### src/rtl/mii_rx_framer_pkg.sv
package mii_rx_framer_pkg;

  localparam int NumStates = 6;

  localparam int StIdle  = 0;
  localparam int StDrop  = 1;
  localparam int StPre   = 2;
  localparam int StDelim = 3;
  localparam int StLow   = 4;
  localparam int StHigh  = 5;

  localparam logic [3:0] NibPre   = 4'h5;
  localparam logic [3:0] NibDelim = 4'hD;

  typedef struct packed {
    logic sofHit;
    logic eofHit;
    logic captureLo;
    logic captureByte;
    logic gapClear;
  } rxCtl_t;

endpackage

### src/rtl/mii_rx_framer_ctrl.sv
module mii_rx_framer_ctrl
  import mii_rx_framer_pkg::*;
(
  input  logic                 clk,
  input  logic                 rstN,
  input  logic                 rxDv,
  input  logic [3:0]           rxNib,
  input  logic                 txBusy,
  input  logic                 gapOk,
  input  logic                 maxReached,
  output logic [NumStates-1:0] stateQ,
  output rxCtl_t               ctl
);

  logic [NumStates-1:0] nextState;
  logic idle, drop, pre, delim, low, high;
  logic anyActive, noneActive, isPre, isDelim;

  assign idle  = stateQ[StIdle];
  assign drop  = stateQ[StDrop];
  assign pre   = stateQ[StPre];
  assign delim = stateQ[StDelim];
  assign low   = stateQ[StLow];
  assign high  = stateQ[StHigh];

  // Lost-bit guard: an empty state register steers into Drop.
  assign anyActive  = |stateQ;
  assign noneActive = ~anyActive;

  assign isPre   = (rxNib == NibPre);
  assign isDelim = (rxNib == NibDelim);

  always_comb begin
    nextState = '0;
    nextState[StIdle]  = ~rxDv & anyActive;
    nextState[StDrop]  = noneActive |
                         (rxDv & (drop |
                                  (idle & txBusy) |
                                  (idle & ~isPre) |
                                  (pre & ~isPre) |
                                  (delim & isDelim & ~gapOk) |
                                  (delim & ~isPre & ~isDelim) |
                                  (low & maxReached)));
    nextState[StPre]   = rxDv & idle & ~txBusy & isPre;
    nextState[StDelim] = rxDv & (pre | delim) & isPre;
    nextState[StLow]   = rxDv & ((delim & isDelim & gapOk) | high);
    nextState[StHigh]  = rxDv & low & ~maxReached;
  end

  always_comb begin
    ctl             = '0;
    ctl.sofHit      = rxDv & delim & isDelim & gapOk;
    ctl.captureLo   = rxDv & low & ~maxReached;
    ctl.captureByte = rxDv & high;
    ctl.eofHit      = ~rxDv & (low | high);
    ctl.gapClear    = ~rxDv & anyActive & ~idle;
  end

  always_ff @(posedge clk) begin
    if (!rstN) begin
      stateQ <= NumStates'(1) << StIdle;
    end else begin
      stateQ <= nextState;
    end
  end

endmodule

### src/rtl/mii_rx_framer_dp.sv
module mii_rx_framer_dp
  import mii_rx_framer_pkg::*;
#(
  parameter int IfgNibbles = 24,
  parameter int MaxBytes   = 1518
) (
  input  logic       clk,
  input  logic       rstN,
  input  logic       rxDv,
  input  logic [3:0] rxNib,
  input  rxCtl_t     ctl,
  output logic       gapOk,
  output logic       maxReached,
  output logic       sofStrobe,
  output logic       eofStrobe,
  output logic       byteValid,
  output logic [7:0] rxByte
);

  localparam int GapW  = $clog2(IfgNibbles + 1);
  localparam int CntW  = $clog2(MaxBytes + 1);
  localparam logic [GapW-1:0] GapTop = GapW'(IfgNibbles);
  localparam logic [CntW-1:0] CntTop = CntW'(MaxBytes);

  logic [GapW-1:0] gapCnt;
  logic [CntW-1:0] byteCnt;
  logic [3:0]      loNibQ;

  assign gapOk      = (gapCnt == GapTop);
  assign maxReached = (byteCnt >= CntTop);

  // Idle-gap counter: restarts at 1 on the nibble that closes activity,
  // counts further idle nibbles and saturates at the threshold.
  always_ff @(posedge clk) begin
    if (!rstN) begin
      gapCnt <= GapTop;
    end else if (ctl.gapClear) begin
      gapCnt <= GapW'(1);
    end else if (!rxDv && gapCnt != GapTop) begin
      gapCnt <= gapCnt + GapW'(1);
    end
  end

  always_ff @(posedge clk) begin
    if (!rstN) begin
      byteCnt <= '0;
    end else if (ctl.sofHit) begin
      byteCnt <= '0;
    end else if (ctl.captureByte && byteCnt != CntTop) begin
      byteCnt <= byteCnt + CntW'(1);
    end
  end

  always_ff @(posedge clk) begin
    if (!rstN) begin
      loNibQ    <= '0;
      rxByte    <= '0;
      byteValid <= 1'b0;
      sofStrobe <= 1'b0;
      eofStrobe <= 1'b0;
    end else begin
      if (ctl.captureLo) begin
        loNibQ <= rxNib;
      end
      if (ctl.captureByte) begin
        rxByte <= {rxNib, loNibQ};
      end
      byteValid <= ctl.captureByte;
      sofStrobe <= ctl.sofHit;
      eofStrobe <= ctl.eofHit;
    end
  end

endmodule

### src/rtl/mii_rx_framer.sv
module mii_rx_framer
  import mii_rx_framer_pkg::*;
#(
  parameter int IfgNibbles = 24,
  parameter int MaxBytes   = 1518
) (
  input  logic                 clk,
  input  logic                 rstN,
  input  logic                 rxDv,
  input  logic [3:0]           rxNib,
  input  logic                 txBusy,
  output logic [NumStates-1:0] stateFlags,
  output logic                 sofStrobe,
  output logic                 eofStrobe,
  output logic                 byteValid,
  output logic [7:0]           rxByte
);

  rxCtl_t ctl;
  logic   gapOk;
  logic   maxReached;

  mii_rx_framer_ctrl u_ctrl (
    .clk        (clk),
    .rstN       (rstN),
    .rxDv       (rxDv),
    .rxNib      (rxNib),
    .txBusy     (txBusy),
    .gapOk      (gapOk),
    .maxReached (maxReached),
    .stateQ     (stateFlags),
    .ctl        (ctl)
  );

  mii_rx_framer_dp #(
    .IfgNibbles (IfgNibbles),
    .MaxBytes   (MaxBytes)
  ) u_dp (
    .clk        (clk),
    .rstN       (rstN),
    .rxDv       (rxDv),
    .rxNib      (rxNib),
    .ctl        (ctl),
    .gapOk      (gapOk),
    .maxReached (maxReached),
    .sofStrobe  (sofStrobe),
    .eofStrobe  (eofStrobe),
    .byteValid  (byteValid),
    .rxByte     (rxByte)
  );

endmodule

### config.mk
export PLATFORM = sky130hd
export DESIGN_NAME = mii_rx_framer
export DESIGN_NICKNAME = d
export VERILOG_FILES = /design/src/rtl/mii_rx_framer_pkg.sv /design/src/rtl/mii_rx_framer_ctrl.sv /design/src/rtl/mii_rx_framer_dp.sv /design/src/rtl/mii_rx_framer.sv
export SDC_FILE = /design/constraint.sdc
export NUM_CORES = 1
export LEC_CHECK = 0
export CAP_MARGIN = 15
export CORE_ASPECT_RATIO = 1.5
export CORE_MARGIN = 2
export CORE_UTILIZATION = 53
export CTS_CLUSTER_DIAMETER = 150
export DETAILED_ROUTE_END_ITERATION = 8
export GPL_TIMING_DRIVEN = 0
export HOLD_SLACK_MARGIN = 0.15
export MAX_ROUTING_LAYER = met4
export PLACE_DENSITY = 0.83
export SYNTH_ARGS = -nofsm -noshare
export SYNTH_HDL_FRONTEND = slang
export SYNTH_HIERARCHICAL = 1
export SYNTH_SLANG_ARGS = --single-unit
### constraint.sdc
create_clock -name clk -period 2.7 [get_ports clk]
set_clock_uncertainty 0.05 [all_clocks]
set_input_delay 0.54 -clock clk [delete_from_list [all_inputs] [get_ports clk]]
set_output_delay 0.54 -clock clk [all_outputs]
set_load 0.03 [all_outputs]
After elaboration in Yosys (flattened, before gate mapping)
Cells that the tools add are included.
Widths: inputs -> output; s select.
Storage, ports and cells
  flip-flop bits (word level): 37
  input port bits: 8
  output and inout port bits: 17
  word-level logic and storage cells: 70
Operators by class
  add/sub/neg operators: 2
  magnitude comparators: 1
  reductions and logical operators: 7
  multiplexer cells: 2
  eq/ne operators: 5
  bitwise operators: 44
Operators by type and width (count)
  $and 1x1->1: 25
  $add 11x1->11 const B: 1
  $ge 11x11->1 const B: 1
  $ne 11x11->1 const B: 1
  $mux 5: 2
  $or 1x1->1: 10
  $not 1->1: 9
  $reduce_or 6->1: 1
  $add 5x1->5 const B: 1
  $eq 5x5->1 const B: 1
  $ne 5x5->1 const B: 1
  $eq 4x3->1 const B: 1
  $eq 4x4->1 const B: 1
  $reduce_or 2->1: 2
  $logic_and 1x1->1: 2
  $reduce_bool 2->1: 1
  $logic_not 1->1: 1

Depth between registers and ports, before layout
  depth in word-level cells: 10
  mapped depth: 10
  mapped depth without buffers: 8

By module
The synthesis kept the hierarchy.
Modules (own cells, without submodules)
  mii_rx_framer_dp: area each 1417.6 sq um, times used 1, cells each 146, sequential area each 620.6 sq um
  mii_rx_framer_ctrl: area each 282.8 sq um, times used 1, cells each 31, sequential area each 120.1 sq um

Least setup slack after synthesis
OpenSTA, ideal clock, no wires.
  path kind: reg-to-reg
  start: register u_dp.byteCnt[0]
  end: register u_dp.loNibQ[0]
  path buffers: 2
  path slack: 0.740 ns
  cell stages (with the launch flop): 11
  required time: 2.534 ns
  data arrival time: 1.794 ns
  library setup time: 0.116 ns
  cell sequence: dfxtp_1 inv_1 ha_1 o211ai_1 a21oi_1 o21a_1 and3b_1 buf_4 clkbuf_1 mux2i_1 nor2b_1
On the way
  word-level cells in the longest chain between the ends: 3
Ends and longest elaborated chain
  start, declared: line mii_rx_framer_dp.sv:26  | logic [CntW-1:0] byteCnt;
  start signal, assigned: line mii_rx_framer_dp.sv:50  | byteCnt <= byteCnt + CntW'(1);
  $ge 11x11->1: line mii_rx_framer_dp.sv:30  | assign maxReached = (byteCnt >= CntTop);
  net maxReached: line mii_rx_framer.sv:21  | logic maxReached;
  $not 1->1
  $and 1x1->1
  net u_ctrl.nextState[5]: line mii_rx_framer_ctrl.sv:15  | logic [NumStates-1:0] nextState;
  end signal, assigned: line mii_rx_framer_dp.sv:63  | loNibQ <= rxNib;
  end, declared: line mii_rx_framer_dp.sv:27  | logic [3:0] loNibQ;
The timed path passes the listed nets, and every way through them passes these cells.
A chain may end at the register's enable or synchronous reset.

==> summary.md <==
| Metric | Value |
|---|---|
| Largest fanout on the critical path | 15 |
| Register area | 741 µm² |
| Die footprint | 3690 µm² |
| Synth warn | 6 |
| PostCTS Resize Cnt | 0 |
| Mean Syn Cell Area | 9.61 µm² |
| Kind of critical path | in -> reg |
| Filler cell count | 253 |
| Routed wire length | 3.55 mm |
| Port Buffer Count | 24 |
| Iter 0 DRT Violations | 53 |
| Via density | 5.66 |
| Final count of pins violating max slew | 0 |
| Critical path arrival | 2.49 ns |
| Root Driver | clkbuf_8 |
| Fin nets | 220 |
| Seq/Total Area, Yosys | 43.6% |
| Total power | 1.02 mW |
| Post-DP Area | 1990 µm² |
| Post-route ant nets | 0 |
| Syn Inst Count | 177 |
| Multi-input gate area | 881 µm² |
| Maxcap violations | 0 |
| Peak VDD IR | 425 µV |
| Final HPWL DP | 2.64 mm |
| First drt pass iteration count | 4 |
| Die W | 50.2 µm |
| Asr flop ratio synth | 0% |
| Vias in the first global route | 1415 |
| Initial antenna violation count | 0 |
| N_diodes | 0 |
| TritonCTS clock tree | done |
| Syn_nets | 189 |
| Clk pin slew, worst setup/hold paths | 0.07 ns |
| Final hold vios | 0 |
| Leakage Power | 0.709 nW |
| Remaining global-route overflow | 0 |
| Largest net degree at the start of global routing | 16 |
| Layout cell share with drive strength beyond 1 | 6.70% |
| Starting Density | 54.9% |
| First-pass GRT wire length | 6.22 mm |
| TritonCTS Buffers | 5 |
| Gr usage total | 23.1% |
| WL per Instance | 14.3 µm |
| Outcome | completed |
| Postcts setup bufs | 0 |
| Setup violators final | 0 |
| Most frequent cells in the layout | dfxtp_1 (37), clkdlybuf4s50_1 (24), nor2b_1 (15) |
| Yosys reg bits | 37 |
| H-Tree Depth | 2 |
| Setup TNS | 0 ns |
| EDFF count, synth | 0 |
| Worst slew margin | 70.3% |
| DRC | 0 |
| CP endpoint kind | flip-flop |
| Fin util | 66.9% |
| Core area | 3100 µm² |
| GPL Wtd Cong | 0.793 |
| Actual slew at the worst max-slew pin | 0.444 ns |
| IO Pins | 25 |
| Clk buf depth | 2 |
| Final WS setup | 0.387 ns |
| Cell Area, Synth | 1700 µm² |
| Part of the cycle the worst path needs | 85.7% |
| Max Freq | 432 MHz |
| Clk_lat worst skew | 0.29 ns |
| Area grow syn2layout | 21.9% |
| Via count | 1410 |
| Required time of the worst setup path | 2.87 ns |
| Min-delay worst type | reg -> reg |
| CTS Hold Buffers Added | 0 |
| Element type at the critical path start | input port |
| DP Worst Slack | 0.0832 ns |
| Min Tclk post-route | 2.31 ns |
| Ys flop type | dfxtp_1 |
| CTS Sinks | 37 |
| RSZ-0062 raised after global routing | no |
| P per Cell Area | 492 nW/µm² |
| Most common cell after layout, fill and taps aside | dfxtp_1 |
| Die height | 73.4 µm |
| Unique masters post-synth | 44 |
| Cell Rows | 25 |
| Design area | 2070 µm² |
==> where the power goes <==
group	leakage, nW	switching [mW]	internal [mW]
clock	0.0450	0.192	0.179
combinational	0.365	0.0428	0.0426
sequential	0.299	0.00921	0.554
==> cells by family after synthesis <==
| logic type | Yosys count | share of synthesized area, % |
|---|---|---|
| xor gates and xnor gates | 2 | 1.03 |
| AOI/OAI and AO/OA | 35 | 13.8 |
| buffers and inverters | 16 | 4.64 |
| and+or+nand+nor | 69 | 25.8 |
| adders and majority gates | 4 | 2.94 |
| DFF | 37 | 43.6 |
| muxes | 14 | 8.24 |
==> final cells by class <==
class                           count  area share, %
Multi-Input combinational cell    124           42.5
Sequential cell                    37           35.7
Timing Repair Buffer               24           11.6
Clock buffer                        6           3.50
Tap cell                           40           2.41
Buffer                              8           2.29
Inverter                            8           1.51
Clock inverter                      2          0.483
==> sequential cells by signal, summed over array words and instances, names as in the netlist <==
register,cells
u_ctrl/stateQ,6
u_dp/eofStrobe,1
u_dp/loNibQ,4
u_dp/gapCnt,5
u_dp/rxByte,8
u_dp/sofStrobe,1
u_dp/byteValid,1
u_dp/byteCnt,11
==> worst paths after layout <==
check	startpoint	endpoint	slack, ns	cells after the start
min reg2reg	u_dp/byteCnt[7]$_SDFFE_PP0P_	u_dp/byteCnt[7]$_SDFFE_PP0P_	0.46	2
max	rxDv	u_dp/byteCnt[7]$_SDFFE_PP0P_	0.39	6
max reg2reg	u_dp/byteCnt[0]$_SDFFE_PP0P_	u_dp/loNibQ[1]$_SDFFE_PN0P_	0.47	10
min	u_dp/byteCnt[7]$_SDFFE_PP0P_	u_dp/byteCnt[7]$_SDFFE_PP0P_	0.46	2
==> metrics by stage <==
stage	hold WS, ns	instances
after detailed placement	0.448	241
after global routing	0.492	249
after floorplan	0.414	177
final	0.458	249
after global placement	0.434	241
after CTS	0.461	249
==> critical path, cell delays in order <==
cell and delay (ns):
clkdlybuf4s50_1 0.74, and2_1 0.22, buf_4 0.16, nand3_1 0.17, or4_1 0.51, a21oi_1 0.14
==> synthesized netlist by cell type (4+ instances only) <==
| cell | n | share of area (%) |
|---|---|---|
| dfxtp_1 | 37 | 44 |
| nor2b_1 | 15 | 5.5 |
| mux2i_1 | 14 | 8.2 |
| a21oi_1 | 10 | 2.9 |
| nand2_1 | 8 | 1.8 |
| and2_1 | 7 | 2.6 |
| inv_1 | 7 | 1.5 |
| o21ai_0 | 6 | 1.8 |
| or4_1 | 6 | 2.6 |
| nor2_1 | 5 | 1.1 |
| o21a_1 | 5 | 2.2 |
| ha_1 | 4 | 2.9 |
| nor3_1 | 4 | 1.2 |
| o31ai_1 | 4 | 1.8 |
==> layer usage <==
layer / track usage [%] / up-vias / part of all wire, %
met5: - / - / 0
met4: 11.7 / 0 / 2.6
met3: 5.49 / 9 / 3.3
met2: 41.2 / 25 / 55
met1: 23.1 / 673 / 39
li1: - / 703 / -
Note: power is estimated with default switching activity, not from simulation.
